**src/rtl/otp_prog_pkg.sv**
```systemverilog
package otp_prog_pkg;

  localparam logic [7:0] OP_WR_EN   = 8'h06;
  localparam logic [7:0] OP_RD_STAT = 8'h05;
  localparam logic [7:0] OP_PROG    = 8'h42;
  localparam logic [7:0] OP_RD_OTP  = 8'h4B;

  typedef enum logic [2:0] {
    PH_OPC, PH_ADDR, PH_DUMMY, PH_PDATA, PH_STAT, PH_RDATA, PH_SKIP
  } phase_t;

  // strobes from control to datapath
  typedef struct packed {
    logic       clrBuf;
    logic       setAddr;
    logic       wrBuf;
    logic       ldStatus;
    logic       ldOtp;
    logic       shiftOut;
    logic       commit;
    logic [7:0] rxByte;
    logic [7:0] statusByte;
  } otpStrobes_t;

endpackage

```
**src/rtl/otp_ctrl.sv**
```systemverilog
module otp_ctrl
  import otp_prog_pkg::*;
#(
  parameter int T_PP = 1000
) (
  input  logic        clk,
  input  logic        rstN,
  input  logic        sclk,
  input  logic        csN,
  input  logic        mosi,
  input  logic        locked,
  output otpStrobes_t stb
);

  localparam int TW = $clog2(T_PP + 1);

  logic          sclkQ, csQ;
  logic          sclkRise, sclkFall, csRise, byteDone;
  phase_t        phase;
  logic [2:0]    bitCnt;
  logic [1:0]    addrIdx;
  logic          isProg, gotData, ldPend, ldKind;
  logic [6:0]    rxShift;
  logic [7:0]    rxNext;
  logic          welQ, busyQ;
  logic [TW-1:0] timer;
  logic          progEnd, progOk;

  assign sclkRise = !csN && sclk && !sclkQ;
  assign sclkFall = !csN && !sclk && sclkQ;
  assign csRise   = csN && !csQ;
  assign rxNext   = {rxShift, mosi};
  assign byteDone = sclkRise && (bitCnt == 3'd7);
  assign progEnd  = csRise && isProg && (phase == PH_ADDR || phase == PH_PDATA);
  assign progOk   = (phase == PH_PDATA) && (bitCnt == 3'd0) && gotData && welQ && !locked;

  always_comb begin
    stb            = '0;
    stb.rxByte     = rxNext;
    stb.statusByte = {6'b0, welQ, busyQ};
    if (byteDone) begin
      case (phase)
        PH_OPC:   stb.clrBuf  = (rxNext == OP_PROG) && !busyQ;
        PH_ADDR:  stb.setAddr = (addrIdx == 2'd2);
        PH_PDATA: stb.wrBuf   = 1'b1;
        default:  ;
      endcase
    end
    if (sclkFall) begin
      if (ldPend) begin
        stb.ldOtp    = ldKind;
        stb.ldStatus = !ldKind;
      end else begin
        stb.shiftOut = 1'b1;
      end
    end
    stb.commit = busyQ && (timer == TW'(1));
  end

  always_ff @(posedge clk or negedge rstN) begin
    if (!rstN) begin
      sclkQ   <= 1'b0;
      csQ     <= 1'b1;
      phase   <= PH_OPC;
      bitCnt  <= '0;
      addrIdx <= '0;
      isProg  <= 1'b0;
      gotData <= 1'b0;
      ldPend  <= 1'b0;
      ldKind  <= 1'b0;
      rxShift <= '0;
    end else begin
      sclkQ <= sclk;
      csQ   <= csN;
      if (csN) begin
        phase   <= PH_OPC;
        bitCnt  <= '0;
        addrIdx <= '0;
        isProg  <= 1'b0;
        gotData <= 1'b0;
        ldPend  <= 1'b0;
      end else begin
        if (sclkFall && ldPend) ldPend <= 1'b0;
        if (sclkRise) begin
          rxShift <= rxNext[6:0];
          bitCnt  <= bitCnt + 3'd1;
        end
        if (byteDone) begin
          case (phase)
            PH_OPC: begin
              case (rxNext)
                OP_RD_STAT: begin phase <= PH_STAT; ldPend <= 1'b1; ldKind <= 1'b0; end
                OP_PROG:    begin phase <= busyQ ? PH_SKIP : PH_ADDR; isProg <= !busyQ; end
                OP_RD_OTP:  begin phase <= busyQ ? PH_SKIP : PH_ADDR; isProg <= 1'b0; end
                default:    phase <= PH_SKIP;
              endcase
            end
            PH_ADDR: begin
              addrIdx <= addrIdx + 2'd1;
              if (addrIdx == 2'd2) phase <= isProg ? PH_PDATA : PH_DUMMY;
            end
            PH_DUMMY: begin phase <= PH_RDATA; ldPend <= 1'b1; ldKind <= 1'b1; end
            PH_PDATA: gotData <= 1'b1;
            PH_STAT:  begin ldPend <= 1'b1; ldKind <= 1'b0; end
            PH_RDATA: begin ldPend <= 1'b1; ldKind <= 1'b1; end
            default:  ;
          endcase
        end
      end
    end
  end

  // write-enable latch and self-timed busy cycle
  always_ff @(posedge clk or negedge rstN) begin
    if (!rstN) begin
      welQ  <= 1'b0;
      busyQ <= 1'b0;
      timer <= '0;
    end else if (busyQ) begin
      timer <= timer - TW'(1);
      if (timer == TW'(1)) begin
        busyQ <= 1'b0;
        welQ  <= 1'b0;
      end
    end else if (progEnd) begin
      if (progOk) begin
        busyQ <= 1'b1;
        timer <= TW'(T_PP);
      end else begin
        welQ <= 1'b0;
      end
    end else if (byteDone && phase == PH_OPC && rxNext == OP_WR_EN) begin
      welQ <= 1'b1;
    end
  end

  // a busy cycle only begins with the latch set
  p_busy_needs_wel_r3: assert property (@(posedge clk) disable iff (!rstN)
    $rose(busyQ) |-> $past(welQ));

  // a busy cycle only begins on a chip-select rise
  p_busy_on_cs_rise_r4: assert property (@(posedge clk) disable iff (!rstN)
    $rose(busyQ) |-> $past(csRise));

  // the latch is clear once the cycle ends
  p_wel_clear_at_end_r8: assert property (@(posedge clk) disable iff (!rstN)
    $fell(busyQ) |-> !welQ);

endmodule

```
**src/rtl/otp_dpath.sv**
```systemverilog
module otp_dpath
  import otp_prog_pkg::*;
#(
  parameter int BYTES = 64
) (
  input  logic        clk,
  input  logic        rstN,
  input  otpStrobes_t stb,
  output logic        miso,
  output logic        locked
);

  localparam int AW = $clog2(BYTES);

  logic [BYTES-1:0][7:0] mem;
  logic [BYTES-1:0][7:0] shadow;
  logic [AW-1:0]         addr;
  logic [7:0]            outShift;

  assign miso   = outShift[7];
  assign locked = !mem[BYTES-1][0];

  always_ff @(posedge clk or negedge rstN) begin
    if (!rstN) begin
      shadow   <= '1;
      addr     <= '0;
      outShift <= '0;
    end else begin
      if (stb.clrBuf)   shadow <= '1;
      if (stb.setAddr)  addr <= stb.rxByte[AW-1:0];
      if (stb.wrBuf) begin
        shadow[addr] <= stb.rxByte;
        addr         <= addr + AW'(1);
      end
      if (stb.ldOtp) begin
        outShift <= mem[addr];
        addr     <= addr + AW'(1);
      end
      if (stb.ldStatus) outShift <= stb.statusByte;
      if (stb.shiftOut) outShift <= {outShift[6:0], 1'b0};
    end
  end

  // one merge register per byte
  for (genvar i = 0; i < BYTES; i++) begin : g_cell
    always_ff @(posedge clk or negedge rstN) begin
      if (!rstN)           mem[i] <= 8'hFF;
      else if (stb.commit) mem[i] <= mem[i] & shadow[i];
    end
  end

  // no array bit ever goes from 0 to 1
  p_only_clears_r5: assert property (@(posedge clk) disable iff (!rstN)
    (mem & ~$past(mem)) == '0);

  // a locked array never changes
  p_locked_frozen_r6: assert property (@(posedge clk) disable iff (!rstN)
    locked |=> $stable(mem));

endmodule

```
**src/rtl/otp_prog_engine.sv**
```systemverilog
module otp_prog_engine
  import otp_prog_pkg::*;
#(
  parameter int BYTES = 64,
  parameter int T_PP  = 1000
) (
  input  logic clk,
  input  logic rstN,
  input  logic sclk,
  input  logic csN,
  input  logic mosi,
  output logic miso
);

  otpStrobes_t stb;
  logic        locked;

  otp_ctrl #(.T_PP(T_PP)) u_ctrl (
    .clk(clk), .rstN(rstN), .sclk(sclk), .csN(csN), .mosi(mosi),
    .locked(locked), .stb(stb)
  );

  otp_dpath #(.BYTES(BYTES)) u_dpath (
    .clk(clk), .rstN(rstN), .stb(stb), .miso(miso), .locked(locked)
  );

endmodule

```
**config.mk**
```make
export PLATFORM = sky130hd
export DESIGN_NAME = otp_prog_engine
export DESIGN_NICKNAME = d
export VERILOG_FILES = /design/src/rtl/otp_prog_pkg.sv /design/src/rtl/otp_ctrl.sv /design/src/rtl/otp_dpath.sv /design/src/rtl/otp_prog_engine.sv
export SDC_FILE = /design/constraint.sdc
export NUM_CORES = 1
export LEC_CHECK = 0
export BUFFER_PORTS_ARGS = -buffer_cell sky130_fd_sc_hd__buf_4
export CAP_MARGIN = 20
export CORE_ASPECT_RATIO = 1.75
export CORE_UTILIZATION = 38
export DETAILED_ROUTE_END_ITERATION = 10
export GPL_TIMING_DRIVEN = 1
export SETUP_SLACK_MARGIN = 0.5
export SLEW_MARGIN = 20
export SYNTH_ARGS = -nofsm -noshare
export SYNTH_HDL_FRONTEND = slang
export SYNTH_HIERARCHICAL = 1
export SYNTH_SLANG_ARGS = --single-unit
```
**constraint.sdc**
```tcl
create_clock -name clk -period 6.05 [get_ports clk]
set_input_delay 0.3025 -clock clk [delete_from_list [all_inputs] [get_ports clk]]
set_output_delay 0.3025 -clock clk [all_outputs]
set_load 0.02 [all_outputs]
```
; ---- After elaboration in Yosys (flattened, before gate mapping)
; Cells that the tools add are included.
; Widths: inputs -> output; s select.
[word_totals]
ramBits = 0
n_memories = 0
regBits = 1071
latchBits = 0
rom_bits = 0
elab_cells = 339
in_bits = 5
out_inout_bits = 1
[op_classes]
order_cmp = 2
bitwise = 65
div = 0
shift = 0
reduce_logical = 51
muxes = 58
addsub = 4
n_mul = 0
n_eq_ne = 16
[ops]
columns = operator, count
row1 = $mux 512, 2
row2 = $and 8x8->8, 64
row3 = $bwmux 512, 1
row4 = $bmux 8 s6, 1
row5 = $demux 8 s6, 1
row6 = $mux 8, 5
row7 = $mux 10, 3
row8 = $mux 1, 25
row9 = $mux 3, 8
row10 = $logic_and 1x1->1, 18
row11 = $mux 6, 3
row12 = $eq 8x3->1 const B, 2
row13 = $eq 8x7->1 const B, 2
row14 = $reduce_bool 3->1, 5
row15 = $reduce_bool 2->1, 7
row16 = $eq 10x1->1 const B, 1
row17 = $sub 10x1->10 const B, 1
row18 = $eq 3x3->1 const B, 3
row19 = $pmux 3 s3, 1
row20 = $reduce_and 3->1, 3
row21 = $mux 2, 4
row22 = $reduce_and 2->1, 4
row23 = $lt 6x7->1 const B, 1
row24 = $add 6x1->6 const B, 1
row25 = 20 further kinds, 30

; ---- Depth between registers and ports, before layout
; Gate-level depths: netlist of the first run.
[depth]
word_depth = 9
mapped_depth = 12
ltp_nobuf = 10

; ---- Hierarchy
; Netlist of the first run, hierarchy kept.
[by_module_without_submodules]
columns = module, area_per_inst_um2, instances, cells_per_inst
row1 = otp_dpath, 45640.0, 1, 4551
row2 = otp_ctrl, 1849.3, 1, 178

; ---- Least setup slack after synthesis of the first run
; No wires, ideal clock.
[synth_path]
path_type = register to register
start = register u_ctrl.bitCnt[1]
end = register u_dpath/shadow[214] (netlist bit)
arrival_time_ns = 2.561
path_buffers = 1
path_stages_with_launch = 12
setup_slack_ns = 3.410
path_cell_list = dfrtp_1 > ha_1 > ha_1 > and4bb_2 > nand2_1 > nor3b_1 > nor2b_1 > nand2_1 > nor2_1 > clkbuf_1 > nand2_1 > o21ai_0
[synth_lines]
columns = item, line_no
row1 = start: declaration, otp_ctrl.sv:20  ; logic [2:0] bitCnt;
row2 = start signal: assignment, otp_ctrl.sv:86  ; bitCnt <= bitCnt + 3'd1;
row3 = end signal: indexed assignment, otp_dpath.sv:32  ; shadow[addr] <= stb.rxByte;
row4 = end: declaration, otp_dpath.sv:16  ; logic [BYTES-1:0][7:0] shadow;

; ---- Final worst setup path of the first run
[layout_path]
start = register u_dpath.addr[0]
end = register u_dpath.outShift[0]
[layout_between]
elab_chain_cells = 5
[layout_rtl]
columns = item, line_no
row1 = start: declaration, otp_dpath.sv:17  ; logic [AW-1:0] addr;
row2 = start signal: assignment, otp_dpath.sv:30  ; if (stb.setAddr) addr <= stb.rxByte[AW-1:0];
row3 = start signal: assignment, otp_dpath.sv:33  ; addr <= addr + AW'(1);
row4 = start signal: assignment, otp_dpath.sv:37  ; addr <= addr + AW'(1);
row5 = $bmux 8 s6, otp_dpath.sv:36  ; outShift <= mem[addr];
row6 = $mux 8 (implied by the code), otp_dpath.sv:36
row7 = $mux 8, otp_dpath.sv:35  ; if (stb.ldOtp) begin
row8 = $mux 8, otp_dpath.sv:39  ; if (stb.ldStatus) outShift <= stb.statusByte;
row9 = $mux 8, otp_dpath.sv:40  ; if (stb.shiftOut) outShift <= {outShift[6:0], 1'b0};
row10 = end signal: assignment, otp_dpath.sv:36
row11 = end signal: assignment, otp_dpath.sv:39
row12 = end signal: assignment, otp_dpath.sv:40
row13 = end: declaration, otp_dpath.sv:18  ; logic [7:0] outShift;
; Every way passes these cells. The select of a mux whose other input is x is not followed.
; A chain may end at the register's enable or synchronous reset.

==> summary.txt, run 1 <==
Cells and area
  – Relative area change from synthesis to final layout: 9.690%
  – # nets final: 4575
  – Share of layout cells above drive strength 1: 29.82%

Worst setup path
  – Launch point of the worst path: u_dpath/addr[0]
  – Critical Path Slowest Stage Cell: dfrtp_4
  – Crit Reg-Reg Endpoint: u_dpath/outShift[0]
  – Buffer and inverter count on the worst path: 2
  – CP endpoint kind: flop
  – Critical path peak fanout: 43
  – Cells on worst reg2reg path: 7
  – Critical path launch point type: flop
  – Reg-to-reg setup timing slack: roughly 2.3 ns
  – Cell class contributing the biggest share of worst-path delay: multiplexers
  – Critical path's largest stage delay: a little under 0.8 ns
  – RR Startpoint: u_dpath/addr[0]
  – Critical-path cell list: buf_4 > buf_4 > mux4_2 > mux2i_1 > o22ai_1 > nor2_1 > a211oi_1
  – CP dominant cell by count: buf_4
  – Required time of the critical path: between 6 and 7 ns
  – Data arrival at the endpoint of the critical path: between 4 and 5 ns
  – Crit. path cell count: 7
  – Kind of critical path: flop to flop
  – Worst setup endpoint: u_dpath/outShift[0]

Detailed routing
  – DRC viols: 0
  – Number of detailed-route iterations in the first pass: 5
  – WL final: approximately 130 mm
  – Average wire per cell in the routed design: ~21 microns
  – Total number of vias: around 33k
  – Number of nets still failing antenna checks after routing: 0
  – Via density per instance: approximately 5.2
  – Number of DRC violations after detailed-routing iteration 0: roughly 2.5k

Synth
  – Commonest cells in the netlist: dfstp_2 (1025), nor2_1 (867), inv_1 (529), a21boi_0 (507), nand2_1 (325)
  – Number of enable flip-flop cells after synthesis: 0
  – Synth async-reset ratio: between 90% and 100%
  – Adder-cell share of the synthesized area: 0.1844%
  – Commonest register cell after synthesis: dfstp_2
  – Leading post-synthesis cells by cell area: dfstp_2 (57%), a21boi_0 (8.0%), nor2_1 (6.9%)
  – Ys Warns: 6
  – Mean cell area of the mapped netlist: around 10 sq um
  – Largest area contributor in the netlist: dfstp_2
  – Number of distinct library cells after synthesis: 84
  – Number of cells produced by synthesis: approximately 4.7k
  – Cell with the most instances after synthesis: dfstp_2
  – Synth Register Bits: ~1.1k
  – Xor and xnor area share after synthesis: 0.09221%
  – Combinational family with the most area after synthesis: compound AO/OA/AOI/OAI gates
  – Complex-gate fraction of the synthesized area: roughly 18%
  – Synthesized-area fraction occupied by and/or/nand/nor cells: between 10% and 20%
  – Multiplexer area fraction after synthesis: between 3 and 4%
  – Syn Std Cell Area: approximately 47000 sq um
  – Yosys top cell area share: between 50% and 60%
  – Share of synthesized area occupied by flip-flops and latches: 59.14%

Clock tree
  – Maximum buffer depth of the clock tree: 3
  – Clock root buffer: clkbuf_16
  – H-Tree Depth: 3
  – Clock buffers created by TritonCTS: 93
  – CTS tree: done
  – Number of clock sinks seen by CTS: roughly 1.1k
  – CTS resizes: 0
  – Clock input transition at the sequential cells of the worst setup and hold paths: 0.07 ns
  – Insertion delay of the later-clocked pin in the worst-skew pair: about 0.70 ns

Min path
  – Worst hold-check path type: primary input to flop
  – Hold-critical path depth: 3
  – Startpoint of the lowest-slack hold path: mosi

STA
  – Setup repair after global routing missed its margin: false
  – Final setup violation count: 0
  – Relative slew slack: 25.09%
  – Max Transition Viols Final: 0
  – Post-route clock period utilization: between 60% and 70%
  – Endpoints failing hold: 0
  – Fmax: roughly 270 MHz
  – Setup TNS after final layout: 0 ns
  – Final worst clock skew: slightly above 0.03 ns
  – Period minus WS final: roughly 3.7 ns
  – Worst slew pin tran: around 1.1 ns

Global route
  – Largest net degree at the start of global routing: between 150 and 200
  – Global route overflow: 0
  – Number of antenna violations at the first check in global routing: 1
  – First-pass GRT wire length: approximately 210 mm
  – Total global routing track utilization: 20.96%
  – Number of global-route vias before repair: ~33k

Power
  – VDD IR max: roughly 230 uV
  – Total power after layout: ~15 mW
  – Total power per unit cell area: around 280 nW/um^2
  – Leak pwr: 18.20 nW

Die
  – Starting utilization of the core area: between 30% and 40%
  – Site row count: ~170
  – Die width: ~270 microns
  – Die Area: between 100000 and 150000 sq um
  – Core Region: around 120000 sq um
  – Die outline height: roughly 470 microns
  – Ports: 6

Placed design
  – Port bufs: 5
  – RePlAce Congestion: between 0.8 and 0.9
  – Detail Placement HPWL: ~79 mm

Run status
  – Result of the run: completed

Run
  – Max cap viols: 0
-- sequential cells by signal, summed over array words and instances, names as in the netlist --
name	flops
u_ctrl/rxShift	7
u_ctrl/gotData	1
u_ctrl/busyQ	1
u_dpath/outShift	8
u_ctrl/addrIdx	2
u_ctrl/ldKind	1
u_dpath/mem	512
u_ctrl/bitCnt	3
u_dpath/addr	6
u_dpath/shadow	512
u_ctrl/ldPend	1
u_ctrl/phase	3
u_ctrl/isProg	1
u_ctrl/timer	10
u_ctrl/welQ	1
u_ctrl/sclkQ	1
u_ctrl/csQ	1
-- worst reg2reg max path: cells and delay by family (launching register included) --
family	cells	cell delay, ns
muxes	2	1.28
buffers and inverters	2	1.12
DFF	1	0.79
AOI/OAI and AO/OA	2	0.26
and+or+nand+nor	1	0.12
-- metal layers --
layer,routed length (microns),share of wire (%),GRT usage [%]
met1,52980,40,25.56
met2,68040,52,37.08
met3,5241,4.0,2.534
met4,5567,4.2,8.861
met5,0,0,0
-- final cells by class --
class / count / area (sq um)
Multi-Input combinational cell: 2793 / 15950
Clock inverter: 29 / 442.9
Fill cell: 11970 / 72000
Timing Repair Buffer: 73 / 738.2
Tap cell: 1643 / 2056
Antenna cell: 1 / 2.502
Clock buffer: 138 / 2781
Inverter: 531 / 2001
Sequential cell: 1071 / 28120
-- layout by cell type (no fill, tap or decap), types with 7 or more instances in the layout --
cell        synthesis  final
dfrtp_1            46     36
a21boi_0          507    507
a221oi_1           77     77
ha_1                7      7
nor2_1            867    857
a22o_1              7      7
and3_1              7      7
o221ai_1            9      9
o21ai_1             8      8
clkbuf_16           0     97
o22ai_1            22     22
clkbuf_1          217     21
clkinvlp_4          0      8
clkinv_2            0      8
dfstp_2          1025   1025
a21oi_1           318    318
o2bb2ai_1           9      9
dfrtp_4             0      9
nand2b_1            7      7
mux2i_1            50     50
clkbuf_8            0     20
nand2_1           325    325
buf_12              0     14
nor2_2              4     14
mux2_2             60     60
inv_1             529    528
a22oi_1            45     45
bufinv_16           0     11
nor3_1             13     12
mux4_2             29     29
and2_1              8      8
nand3_1            21     21
o21ai_0           282    282
buf_4              24     55
-- through the flow --
step	setup slack (ns)	hold WS, ns	cell area [sq um]	cells	utilization, %
2_1_floorplan	3.410	0.006909	47510	4734	-
3_3_place_gp	2.416	0.4231	48800	6107	39.33
3_5_place_dp	2.388	0.4216	48820	6108	39.34
4_1_cts	2.336	0.01438	52070	6278	41.96
5_1_grt	2.106	0.06691	52090	6279	41.98
6_report	2.324	0.06202	52090	6279	41.98
-- repair_timing --
action | in CTS | in global routing
endpoints found under the setup margin | 0 | 0
buffers inserted | 0 | 0
hold buffers | 3 | 0
hold endpoints to repair | 23 | 0
-- cell families after synthesis --
logic type | Yosys count
AOI/OAI and AO/OA | 1335
and+or+nand+nor | 1299
DFF | 1071
buffers and inverters | 870
muxes | 141
adders and majority gates | 7
xor gates and xnor gates | 5
other | 1
-- how the worst min path moves through the flow --
stage	slack, ns	end
floorplan	0.007	u_ctrl/addrIdx[0]
global placement	0.42	u_dpath/outShift[7]
detailed placement	0.42	u_dpath/outShift[7]
CTS	0.01	u_dpath/shadow[0]
global route	0.07	u_dpath/shadow[24]
finish	0.06	u_dpath/shadow[0]
-- power by group --
part,switching [mW],total (mW),internal [mW],leakage [nW]
logic,0.551,0.635,0.0836,5.49
registers,0.308,7.53,7.22,11.2
clock network,2.76,6.41,3.65,1.56
Note: power is estimated with default switching activity, not from simulation.
==> inputs of run 2 (changes only) <==
==> constraint.sdc (replaced) <==
create_clock -name clk -period 3.5 [get_ports clk]
set_input_delay 0.175 -clock clk [delete_from_list [all_inputs] [get_ports clk]]
set_output_delay 0.175 -clock clk [all_outputs]
set_load 0.02 [all_outputs]
==> summary.txt, run 2 (synthesis results as in run 1) <==
Power
  – Relative contribution of the clock network to total power: 44.8% (+0.8 points)
  – Switching Share: 25.10% (+0.30 points)
  – Int Pwr: 19.34 mW (+77%)
  – Comb power frac: 6.1% (+1.7 points)
  – Seq pwr share: 49.1% (-2.6 points)
  – Total power per unit cell area: 483.8 nW/um^2 (+73%)
  – Power dissipated by switching net loads: 6.484 mW (+79%)
  – Leak pwr: 18.95 nW (+4.2%)
  – VDD IR max: 545.2 uV (+130%)

Placed design
  – Port bufs: 5 (unchanged)
  – Detail Placement HPWL: 84.79 mm (+7.8%)
  – RePlAce Congestion: 0.9099 (+2.7%)

STA
  – Final setup violation count: 0 (unchanged)
  – Final worst clock skew: 0.02976 ns (-0.0009792 ns)
  – Fmax: 336.4 MHz (+25%)
  – Period minus WS final: 2.973 ns (-0.7530 ns)
  – Relative slew slack: 23.16% (-1.9 points)
  – Setup repair after global routing missed its margin: true
  – Setup TNS after final layout: 0 ns (unchanged)
  – Max Transition Viols Final: 0 (unchanged)
  – Worst slew pin tran: 1.153 ns (+0.03017 ns)
  – Endpoints failing hold: 0 (unchanged)
  – Post-route clock period utilization: 84.93% (+23 points)

Die
  – Ports: 6 (unchanged)
  – Die Area: 126400 sq um (unchanged)
  – Starting utilization of the core area: 38.27% (unchanged)
  – Die outline height: 469.7 microns (unchanged)
  – Site row count: 171 (unchanged)
  – Die width: 269.2 microns (unchanged)
  – Core Region: 124100 sq um (unchanged)

Worst setup path
  – Data arrival at the endpoint of the critical path: 3.53 ns (-0.74 ns)
  – Critical path launch point type: flop
  – Critical path peak fanout: 17 (-60%)
  – Crit Reg-Reg Endpoint: u_dpath/outShift[7]
  – Launch point of the worst path: u_dpath/addr[1]
  – Kind of critical path: flop to flop
  – Worst setup endpoint: u_dpath/outShift[7]
  – Reg-to-reg setup timing slack: 0.53 ns (-1.80 ns)
  – CP endpoint kind: flop
  – RR Startpoint: u_dpath/addr[1]
  – Cells on worst reg2reg path: 6 (-1)
  – Required time of the critical path: 4.06 ns (-2.54 ns)

Cells and area
  – Biggest regs: u_dpath/mem (512), u_dpath/shadow (512), u_ctrl/timer (10)
  – Final core utilization: 43.02% (+1.0 points)
  – Fill cells: 11.84k (-1.1%)
  – Area taken by flip-flops and latches: 28120 sq um (unchanged)
  – # nets final: 4674 (+2.2%)
  – Most common cell after layout, fill and taps aside: dfstp_2
  – Most used cells in the layout excluding fill and tap cells: dfstp_2 (1025), nor2_1 (863), inv_1 (528)
  – Share of layout cells above drive strength 1: 31.91% (+2.1 points)
  – Relative area change from synthesis to final layout: 12.41%
  – Multi-input gate area in the final layout: 16020 sq um (+0.46%)

Clock tree
  – CTS tree: done
  – Number of clock sinks seen by CTS: 1071 (unchanged)
  – Maximum buffer depth of the clock tree: 3 (unchanged)
  – H-Tree Depth: 3 (unchanged)
  – Insertion delay of the later-clocked pin in the worst-skew pair: 0.72 ns (+0.02 ns)
  – Clock root buffer: clkbuf_16
  – Clock buffers created by TritonCTS: 95 (+2.2%)
  – Clock input transition at the sequential cells of the worst setup and hold paths: 0.08 ns (about the same)

Global route
  – Total global routing track utilization: 21.72% (+0.77 points)
  – Global route overflow: 0 (unchanged)
  – Number of antenna violations at the first check in global routing: 1 (unchanged)
  – Number of global-route vias before repair: 33.65k (+2.5%)
  – Largest net degree at the start of global routing: 153 (-15%)
  – First-pass GRT wire length: 211.3 mm (+2.8%)

Detailed routing
  – Number of nets still failing antenna checks after routing: 0 (unchanged)
  – Total number of vias: 33.33k (+2.0%)
  – Number of DRC violations after detailed-routing iteration 0: 2817 (+12%)
  – Average wire per cell in the routed design: 21.50 microns (+2.4%)
  – Number of detailed-route iterations in the first pass: 5 (unchanged)
  – DRC viols: 0 (unchanged)
  – Via density per instance: 5.219 (+0.26%)
  – WL final: 137.3 mm (+4.2%)

Run status
  – Result of the run: completed

Run
  – Max cap viols: 0 (unchanged)

Min path
  – Worst hold-check path type: primary input to async pin
## run 2: cell count changes in the layout (fill, tap and decap cells not counted), sizes merged
cell,before,now
dlygate4sd3,3,4
diode,1,2
inv,531,536
clkbuf,138,139
bufinv,11,15
buf,70,166
clkinv,10,13
clkinvlp,8,5
## run 2: power by group through the flow
stage	Sequential [mW]	Combinational [mW]	Clock [mW]
finish	12.7	1.57	11.6
global route	12.7	1.65	12.3
CTS	12.7	1.60	11.9
detailed placement	12.9	1.59	0
global placement	12.9	1.59	0
floorplan	12.7	0.682	0
## run 2: metrics by stage
stage / total power, mW / hold WS [ns] / std cells / setup slack (ns) / cell area, sq um
5_1_grt: 26.62 / 0.1012 / 6386 / 0.3100 / 53380
3_5_place_dp: 14.45 / 0.2271 / 6203 / 0.4163 / 49790
4_1_cts: 26.12 / 0.05151 / 6384 / 0.4948 / 53270
3_3_place_gp: 14.45 / 0.2185 / 6203 / 0.5132 / 49790
2_1_floorplan: 13.38 / -0.1206 / 4734 / 0.8600 / 47510
6_report: 25.83 / 0.08178 / 6387 / 0.5274 / 53380
## run 2: worst max-delay path, cell delays in order (launching register included)
cell and delay [ns]:
dfrtp_4 0.66, buf_4 0.32, mux4_2 0.59, mux2i_1 0.43, o221ai_1 0.36, a221oi_1 0.33
a31oi_1 0.12
## run 2: how the worst min path moves through the flow
stage / startpoint / to / slack (ns) / cells after the start
after floorplan: rstN / u_ctrl/addrIdx[0] / -0.12 / 0
after global placement: rstN / u_ctrl/rxShift[1] / 0.22 / 1
after detailed placement: rstN / u_ctrl/rxShift[1] / 0.23 / 1
after CTS: rstN / u_ctrl/rxShift[1] / 0.05 / 2
after global routing: rstN / u_ctrl/rxShift[3] / 0.10 / 2
final: rstN / u_ctrl/rxShift[3] / 0.08 / 2
## run 2: timing repair
item / 4_1_cts / 5_1_grt
endpoints found under the hold margin: 122 / 0
hold buffers: 4 / 0
setup endpoints to repair: 62 / 398
gates resized for setup: 7 / 32
setup buffers: 0 / 1
## run 2: routing by layer
| metal | GRT usage (%) | vias to the layer above | share of wire [%] |
|---|---|---|---|
| li1 | - | 15358 | - |
| met2 | 38.43 | 748 | 52 |
| met4 | 9.714 | 0 | 4.4 |
| met5 | 0 | - | 0 |
| met3 | 2.662 | 232 | 3.9 |
| met1 | 26.29 | 16995 | 40 |
## run 2: layout make-up
cell class	instances	area share [%]
Antenna cell	2	0.009376
Clock buffer	139	5.213
Clock inverter	38	1.191
Inverter	531	3.748
Multi-Input combinational cell	2793	30.02
Sequential cell	1071	52.67
Tap cell	1643	3.851
Timing Repair Buffer	170	3.296
